File: src/rtl/sop_pkg.sv
package sop_pkg;

  // Two configuration bits per input per term: bit0 passes the true value,
  // bit1 passes the complement; both clear blocks the term entirely.
  typedef enum logic [1:0] {
    LIT_ZERO = 2'b00,
    LIT_TRUE = 2'b01,
    LIT_COMP = 2'b10,
    LIT_DC   = 2'b11
  } lit_e;

  function automatic logic lit_pass(input logic [1:0] code, input logic x);
    return (code[0] & x) | (code[1] & ~x);
  endfunction

endpackage

File: src/rtl/sop_and_plane.sv
module sop_and_plane #(
  parameter int N_IN  = 16,
  parameter int N_PT  = 48,
  parameter int ROW_W = 6
) (
  input  logic                  clk,
  input  logic                  rst_n,
  input  logic                  wr_en,
  input  logic [ROW_W-1:0]      wr_row,
  input  logic [2*N_IN-1:0]     wr_data,
  input  logic [N_IN-1:0]       in_vec,
  output logic [N_PT-1:0]       pt_vec
);
  import sop_pkg::*;

  localparam int LINK_W = 2 * N_IN;

  logic [N_PT-1:0][LINK_W-1:0] links_q, links_d;
  logic                        ld_en;

  // next-state
  always_comb begin
    links_d = links_q;
    ld_en   = 1'b0;
    for (int p = 0; p < N_PT; p++) begin
      if (wr_en && (wr_row == ROW_W'(p))) begin
        links_d[p] = wr_data;
        ld_en      = 1'b1;
      end
    end
  end

  // register
  always_ff @(posedge clk or negedge rst_n) begin
    if (!rst_n) begin
      links_q <= '0;
    end else if (ld_en) begin
      links_q <= links_d;
    end
  end

  // evaluation
  always_comb begin
    for (int p = 0; p < N_PT; p++) begin
      pt_vec[p] = 1'b1;
      for (int i = 0; i < N_IN; i++) begin
        pt_vec[p] = pt_vec[p] & lit_pass(links_q[p][2*i +: 2], in_vec[i]);
      end
    end
  end

  generate
    for (genvar p = 0; p < N_PT; p++) begin : g_row_chk

      and_wr_chk: assert property (@(posedge clk) disable iff (!rst_n)
        (wr_en && wr_row == ROW_W'(p)) |=> (links_q[p] == $past(wr_data)));

      dc_term_chk: assert property (@(posedge clk) disable iff (!rst_n)
        (links_q[p] == {N_IN{2'(LIT_DC)}}) |-> pt_vec[p]);
    end
  endgenerate


  and_hold_chk: assert property (@(posedge clk) disable iff (!rst_n)
    (!wr_en || wr_row >= ROW_W'(N_PT)) |=> $stable(links_q));

endmodule

File: src/rtl/sop_or_plane.sv
module sop_or_plane #(
  parameter int N_PT  = 48,
  parameter int N_OUT = 8,
  parameter int ROW_W = 6
) (
  input  logic                  clk,
  input  logic                  rst_n,
  input  logic                  wr_en,
  input  logic [ROW_W-1:0]      wr_row,
  input  logic [N_PT-1:0]       wr_data,
  input  logic [N_PT-1:0]       pt_vec,
  output logic [N_OUT-1:0]      or_vec
);

  logic [N_OUT-1:0][N_PT-1:0] conn_q, conn_d;
  logic                       ld_en;

  // next-state
  always_comb begin
    conn_d = conn_q;
    ld_en  = 1'b0;
    for (int k = 0; k < N_OUT; k++) begin
      if (wr_en && (wr_row == ROW_W'(N_PT + k))) begin
        conn_d[k] = wr_data;
        ld_en     = 1'b1;
      end
    end
  end

  // register
  always_ff @(posedge clk or negedge rst_n) begin
    if (!rst_n) begin
      conn_q <= '0;
    end else if (ld_en) begin
      conn_q <= conn_d;
    end
  end

  // evaluation
  always_comb begin
    for (int k = 0; k < N_OUT; k++) begin
      or_vec[k] = |(conn_q[k] & pt_vec);
    end
  end

  generate
    for (genvar k = 0; k < N_OUT; k++) begin : g_col_chk

      or_wr_chk: assert property (@(posedge clk) disable iff (!rst_n)
        (wr_en && wr_row == ROW_W'(N_PT + k)) |=> (conn_q[k] == $past(wr_data)));
    end
  endgenerate


  or_hold_chk: assert property (@(posedge clk) disable iff (!rst_n)
    (!wr_en || wr_row < ROW_W'(N_PT) || wr_row >= ROW_W'(N_PT + N_OUT))
      |=> $stable(conn_q));

endmodule

File: src/rtl/sop_out_stage.sv
module sop_out_stage #(
  parameter int N_OUT      = 8,
  parameter bit OPEN_DRAIN = 1'b0
) (
  input  logic             clk,
  input  logic             rst_n,
  input  logic             ce_n,
  input  logic [N_OUT-1:0] or_vec,
  output logic [N_OUT-1:0] f_data,
  output logic [N_OUT-1:0] f_oe
);

  generate
    if (OPEN_DRAIN) begin : g_oc
      always_comb begin
        f_oe   = '1;
        f_data = ce_n ? '1 : ~or_vec;
      end

      oc_off_chk: assert property (@(posedge clk) disable iff (!rst_n)
        ce_n |-> (&f_data));

      oc_oe_chk: assert property (@(posedge clk) disable iff (!rst_n)
        (&f_oe));
    end else begin : g_ts
      always_comb begin
        f_oe   = ce_n ? '0 : '1;
        f_data = ~or_vec;
      end

      ts_off_chk: assert property (@(posedge clk) disable iff (!rst_n)
        ce_n |-> (f_oe == '0));

      ts_on_chk: assert property (@(posedge clk) disable iff (!rst_n)
        !ce_n |-> (&f_oe));
    end
  endgenerate

endmodule

File: src/rtl/sop_array.sv
module sop_array #(
  parameter int N_IN       = 16,
  parameter int N_PT       = 48,
  parameter int N_OUT      = 8,
  parameter bit OPEN_DRAIN = 1'b0,
  localparam int ROW_W     = $clog2(N_PT + N_OUT),
  localparam int DATA_W    = (2 * N_IN > N_PT) ? 2 * N_IN : N_PT
) (
  input  logic              clk,
  input  logic              rst_n,
  input  logic              cfg_we,
  input  logic [ROW_W-1:0]  cfg_row,
  input  logic [DATA_W-1:0] cfg_data,
  input  logic              ce_n,
  input  logic [N_IN-1:0]   in_vec,
  output logic [N_OUT-1:0]  f_data,
  output logic [N_OUT-1:0]  f_oe
);

  logic [1:0]       rst_sync_q;
  logic             rst_int_n;
  logic [N_PT-1:0]  pt_vec;
  logic [N_OUT-1:0] or_vec;

  // asynchronous assertion, synchronous release
  always_ff @(posedge clk or negedge rst_n) begin
    if (!rst_n) begin
      rst_sync_q <= 2'b00;
    end else begin
      rst_sync_q <= {rst_sync_q[0], 1'b1};
    end
  end
  assign rst_int_n = rst_sync_q[1];

  sop_and_plane #(.N_IN(N_IN), .N_PT(N_PT), .ROW_W(ROW_W)) u_and (
    .clk     (clk),
    .rst_n   (rst_int_n),
    .wr_en   (cfg_we),
    .wr_row  (cfg_row),
    .wr_data (cfg_data[2*N_IN-1:0]),
    .in_vec  (in_vec),
    .pt_vec  (pt_vec)
  );

  sop_or_plane #(.N_PT(N_PT), .N_OUT(N_OUT), .ROW_W(ROW_W)) u_or (
    .clk     (clk),
    .rst_n   (rst_int_n),
    .wr_en   (cfg_we),
    .wr_row  (cfg_row),
    .wr_data (cfg_data[N_PT-1:0]),
    .pt_vec  (pt_vec),
    .or_vec  (or_vec)
  );

  sop_out_stage #(.N_OUT(N_OUT), .OPEN_DRAIN(OPEN_DRAIN)) u_out (
    .clk     (clk),
    .rst_n   (rst_int_n),
    .ce_n    (ce_n),
    .or_vec  (or_vec),
    .f_data  (f_data),
    .f_oe    (f_oe)
  );

endmodule

File: config.mk
export PLATFORM = sky130hd
export DESIGN_NAME = sop_array
export DESIGN_NICKNAME = d
export VERILOG_FILES = /design/src/rtl/sop_pkg.sv /design/src/rtl/sop_and_plane.sv /design/src/rtl/sop_or_plane.sv /design/src/rtl/sop_out_stage.sv /design/src/rtl/sop_array.sv
export SDC_FILE = /design/constraint.sdc
export NUM_CORES = 2
export LEC_CHECK = 0
export BUFFER_PORTS_ARGS = -buffer_cell sky130_fd_sc_hd__buf_2
export CORE_ASPECT_RATIO = 0.5
export CORE_MARGIN = 2
export CORE_UTILIZATION = 34
export DETAILED_ROUTE_END_ITERATION = 7
export HOLD_SLACK_MARGIN = 0.02
export PLACE_DENSITY = 0.53
export SLEW_MARGIN = 20
export SYNTH_ARGS = -nofsm -noshare
export SYNTH_HDL_FRONTEND = slang
export SYNTH_HIERARCHICAL = 1
export SYNTH_SLANG_ARGS = --single-unit
File: constraint.sdc
create_clock -name clk -period 54.5 [get_ports clk]
set_input_delay 5.45 -clock clk [delete_from_list [all_inputs] [get_ports clk]]
set_output_delay 5.45 -clock clk [all_outputs]
set_load 0.01 [all_outputs]
-- Yosys cells after proc, flatten, opt, wreduce, memory -nomap -nowiden
Cells that the tools add are included.
- input bits: 74
- ROM bits: 0
- logic and storage cells: 3339
- output and inout bits: 16
- bits in latches: 0
- memories: 0
- memory bits (writable): 0
- bits in registers: 1922
- add/subtract/negate cells: 0
- bitwise logic cells: 3049
- divide/modulo/power cells: 0
- muxes and demuxes: 57
- equal/unequal tests: 55
- shifts and indexed selects: 0
- multipliers: 0
- reductions and logical operators: 121
- $lt $le $gt $ge: 0
- operators by type and width (kind ; count):
    $and A1 B1 Y1 ; 2256
    $or A1 B1 Y1 ; 768
    $and A48 B48 Y48 ; 8
    $reduce_or A48 Y1 ; 8
    $eq A6 B6 Y1 const B ; 24
    $reduce_and A2 Y1 ; 56
    $eq A6 B5 Y1 const B ; 16
    $logic_and A1 B1 Y1 ; 56
    $mux W1 ; 56
    $eq A6 B4 Y1 const B ; 8
    $eq A6 B3 Y1 const B ; 4
    $not A1 Y1 ; 16
    $eq A6 B2 Y1 const B ; 2
    $mux W8 ; 1
    $not A8 Y8 ; 1
    $eq A6 B1 Y1 const B ; 1
    $logic_not A6 Y1 ; 1

-- Depth between registers and ports, before layout
- word-level depth: 51
- mapped depth: 13
- mapped depth without buffers: 9

-- By module
Netlist, hierarchy kept.
- modules (own cells, without submodules) (module ; area an instance (um2) ; cells an instance ; times used ; sequential area each (um2)):
    sop_and_plane ; 67369.6 ; 4568 ; 1 ; 38436.9
    sop_or_plane ; 16331.9 ; 1101 ; 1 ; 9609.2
    sop_out_stage ; 86.3 ; 16 ; 1 ; 0.0
    sop_array ; 53.8 ; 3 ; 1 ; 50.0

-- Worst setup path before layout
Ideal clock, no wire load.
- kind: input to output
- from: in in_vec[7]
- to: out f_data[0]
- arrival time: 7814 ps
- path buffers: 4
- stages: 12
- data required time: 49050 ps
- setup slack: 41236 ps
- cell sequence: clkbuf_1 buf_2 buf_2 mux2i_1 nor4_1 and4_1 clkbuf_1 a22o_1 a221oi_1 nand4_1 or4_1 inv_1
- longest elaborated chain between the ends: 15
- elaborated cells between the ends (all ways): 580
- those cells by class: bitwise: 579; reduce/logical: 1
- RTL lines (what ; RTL line ; RTL):
    start, declared ; sop_array.sv:15 ; input logic [N_IN-1:0] in_vec,
    $not A1 Y1 ; sop_pkg.sv:13 ; return (code[0] & x) | (code[1] & ~x);
    $and A1 B1 Y1 ; sop_pkg.sv:13 ;
    $or A1 B1 Y1 (*) ; sop_pkg.sv:13 ;
    $and A1 B1 Y1 (*) (9 in series) ; sop_and_plane.sv:47 ; pt_vec[p] = pt_vec[p] & lit_pass(links_q[p][2*i +: 2], in_vec[i]);
    net pt_vec[14] ; sop_array.sv:22 ; logic [N_PT-1:0] pt_vec;
    $and A48 B48 Y48 (*) ; sop_or_plane.sv:42 ; or_vec[k] = |(conn_q[k] & pt_vec);
    $reduce_or A48 Y1 (*) ; sop_or_plane.sv:42 ;
    net or_vec[0] ; sop_array.sv:23 ; logic [N_OUT-1:0] or_vec;
    $not A8 Y8 (*) ; sop_out_stage.sv:28 ; f_data = ~or_vec;
    end, declared ; sop_array.sv:16 ; output logic [N_OUT-1:0] f_data,
The timed path passes the listed nets; every way through them passes the cells marked *.

-- Worst setup path in the final report
- from: in in_vec[1]
- to: out f_data[4]
- longest elaborated chain between the ends: 21
- elaborated cells between the ends (all ways): 868
- those cells by class: bitwise: 867; reduce/logical: 1
- RTL lines (what ; RTL line):
    $not A1 Y1 ; sop_pkg.sv:13
    $and A1 B1 Y1 ; sop_pkg.sv:13
    $or A1 B1 Y1 (*) ; sop_pkg.sv:13
    $and A1 B1 Y1 (*) (15 in series) ; sop_and_plane.sv:47
    net pt_vec[21] ; sop_array.sv:22
    $and A48 B48 Y48 (*) ; sop_or_plane.sv:42
    $reduce_or A48 Y1 (*) ; sop_or_plane.sv:42
    net or_vec[4] ; sop_array.sv:23
    $not A8 Y8 (*) ; sop_out_stage.sv:28
Marked as above.

==> metrics.cfg <==
[run_status]
status=finished clean

[sta]
clock.fmax_ghz=0.0648
post-route-min-period_ps=15430
clock_skew_ps=46.9
rsz0062_at_grt=false
fin_ws_ps=39070
slew_headroom=0.187
setup_violations=0
tns_ps=0
fin_crit_sh=0.283
worstMarginPinSlew_ps=1220
drv_slew=0
hold_viol=0

[clocking]
clk_pin_slew_ps=60
clock-sinks=1922
clock_latency_ps=860
postCtsSetupBuffers=0
cts_tree=yes
root_buffer=clkbuf_16
numCtsBuffers=195
ctsHoldBuffers=0
htreeDepth=4
clk_path_buf_depth=4
cts_resized=0

[pwr]
swShare=0.250
powerDensity_mw_per_mm2=36.9
peakVddDrop_uv=20.9
power_uw=3470
seq_power_share=0.494
p_leak_uw=0.0450
intPower_uw=2600
switchingPower_uw=865
pwr-share-clk=0.396
p_comb_frac=0.110

[hold_path]
min_to=rst_sync_q[1]
whs_path_depth=0
hold_path_startpoint=rst_sync_q[0]
hold_path.class=register to register

[synth]
synth_edf_count=0
synth_area_leaders=dfrtp_1 57%, mux2_2 25%, mux2i_1 9.2%
postSynthCellCount=5688
synth_top_flop_cell=dfrtp_1
synth.top_cell.area_share=0.574
yosysTopAreaCell=dfrtp_1
synth_warnings=6
ys_seq_elements=1922
synth_area_sq_mm=0.0838
yosysSeqAreaShare=0.574
synthArstFlopShare=1.00
ys_types=36
syn-num-nets=5762
postSynthAreaPerCell_sq_um=14.7

[critical_path]
arrival_ps=9980
timing.rr.end=u_and/links_q[1222]
cpPeakStageDelay_ps=690
rrSetupSlack_ps=48690
critPathLaunchType=input pin
cp_slowest_cell=or4_1
path_delay_family=buffers and inverters
path_buf_inv=5
r2r_start=rst_sync_q[1]
reg2reg_depth=6
crit_required_ps=49050
path_cells=buf_4 > buf_4 > buf_4 > mux2i_1 > nor4_1 > and4_1 > a22o_1 > a221oi_1 > nand4_1 > or4_1 > inv_1 > buf_2
end_kind=primary output
critPathKind=input pin to primary output
crit_top_cell=buf_4
critPathMaxFanout=20

[global_route]
track_usage=0.218
overflow=0
grt_max_degree=83
grt_pass1_wl_um=396000
antenna_found_initial=55
grt_pass1_vias=52800

[place]
place_inst=8683
placed_area_sq_mm=0.0874
place_hpwl_um=162000
place_congestion=0.799
port-buffer-count=89
place_ws_ps=39040

[routing]
viasPerCell=5.54
vias=50100
drc_errors=0
wl_um=276000
drtPass1Iterations=7
wl_per_cell_um=30.5
ant_nets=0
drtIter0Drc=4206

[floorplanning]
die_w_um=706
rows=128
dieArea_sq_mm=0.251
num_io_pins=90
coreArea_sq_mm=0.244
start_util=0.343
die-height_um=355

[finish]
final_net_count=5705
stdcell_area_sq_mm=0.0939
layout-drive-gt1-share=0.418
area_delta_synth_final_pct=12.0
layout.filler_cells=22800
stdcell_count=9039

[flow_run]
drv_cap=0

-- synth_stat cells, types with 2 or more instances --
| cell | count |
|---|---|
| buf_2 | 203 |
| mux2_1 | 83 |
| mux2i_1 | 768 |
| a221oi_1 | 80 |
| nand4_1 | 17 |
| nor2_2 | 10 |
| nand3_1 | 18 |
| and4_1 | 44 |
| a22oi_1 | 32 |
| a22o_1 | 80 |
| buf_4 | 59 |
| nand2b_1 | 3 |
| nor2_4 | 3 |
| clkbuf_1 | 230 |
| dfrtp_1 | 1922 |
| buf_6 | 4 |
| nor4_1 | 193 |
| nor3b_2 | 3 |
| and3b_1 | 2 |
| mux2_2 | 1837 |
| nor3_1 | 5 |
| nor2_1 | 12 |
| or2_1 | 3 |
| clkbuf_2 | 2 |
| or4_1 | 8 |
| nand2_1 | 45 |
| inv_1 | 9 |
| nor3_2 | 2 |
| nand3b_1 | 4 |
-- layer usage --
| layer | vias up | global-route usage | wire length (um) |
|---|---|---|---|
| li1 | 20700 | - | - |
| met1 | 27700 | 0.313 | 128000 |
| met2 | 1371 | 0.347 | 127000 |
| met3 | 335 | 0.0356 | 15300 |
| met4 | 2 | 0.0485 | 5500 |
| met5 | - | 0 | 13 |
-- layout make-up --
class	instances	area, sq um	area share
inverter	9	33.8	0.000360
sequential	1922	48100	0.512
clock buffer	291	5810	0.0618
tap	3250	4070	0.0433
timing repair buffer	245	1790	0.0191
antenna	15	37.5	0.000400
multi-input combinational	3258	33400	0.356
clock inverter	49	632	0.00673
-- per-stage QoR --
step	utilization	hold WS (ps)
6_report	0.384	349
5_1_grt	0.384	359
4_1_cts	0.384	350
3_5_place_dp	0.357	336
3_3_place_gp	0.357	336
2_1_floorplan	-	331
-- cell usage in the layout, fill, tap and decap left out, types with 5 or more instances in the layout --
| cell type | n |
|---|---|
| inv_1 | 9 |
| clkbuf_1 | 44 |
| a22oi_1 | 32 |
| or4_1 | 8 |
| a22o_1 | 80 |
| clkbuf_16 | 199 |
| buf_6 | 8 |
| diode_2 | 15 |
| clkbuf_8 | 48 |
| and4_1 | 43 |
| nor2_4 | 6 |
| bufinv_16 | 14 |
| buf_2 | 41 |
| nor4_1 | 192 |
| a221oi_1 | 80 |
| buf_4 | 194 |
| nor2_1 | 5 |
| nand3_1 | 17 |
| dfrtp_1 | 1921 |
| nor2_2 | 14 |
| mux2_2 | 1837 |
| nand4_1 | 17 |
| mux2i_1 | 768 |
| clkinv_2 | 28 |
| nor3_1 | 5 |
| mux2_1 | 83 |
| nand2_1 | 42 |
-- power groups by stage --
stage | Combinational (uW) | Clock, uW | Sequential (uW)
2_1_floorplan | 253 | 0 | 1730
3_3_place_gp | 370 | 0 | 1730
3_5_place_dp | 384 | 0 | 1740
4_1_cts | 385 | 1400 | 1710
5_1_grt | 411 | 1470 | 1730
6_report | 381 | 1370 | 1710
-- worst max path at each step --
| stage | startpoint | to | slack, ps | depth (start not counted) |
|---|---|---|---|---|
| 6_report | in_vec[1] | f_data[4] | 39070 | 12 |
| 3_5_place_dp | in_vec[1] | f_data[4] | 39040 | 12 |
| 2_1_floorplan | rst_sync_q[1] | u_and/links_q[0] | 23380 | 0 |
| 5_1_grt | in_vec[0] | f_data[6] | 38950 | 12 |
| 3_3_place_gp | in_vec[0] | f_data[2] | 39050 | 12 |
| 4_1_cts | in_vec[1] | f_data[4] | 39030 | 12 |
-- cell families (layout without fill, tap and decap cells) --
| family | count (synthesis) | after routing | share of synthesized area |
|---|---|---|---|
| AO/OA/AOI/OAI | 192 | 192 | 0.0196 |
| AND/OR/NAND/NOR | 377 | 377 | 0.0284 |
| flip-flops | 1922 | 1922 | 0.574 |
| multiplexers | 2688 | 2688 | 0.350 |
| buffers and inverters | 508 | 594 | 0.0288 |
| other | 1 | 16 | 0.0000447 |
-- flip-flops by register name, summed over array words and instances (netlist names) --
name / count
rst_sync_q: 2
u_and/links_q: 1536
u_or/conn_q: 384
-- worst reg2reg max path: stages (launching register included) --
cell,delay (ps)
dfrtp_4,930
buf_4,840
buf_4,740
buf_4,800
buf_4,920
buf_4,910
buf_6,710
Note: power is estimated with default switching activity, not from simulation.
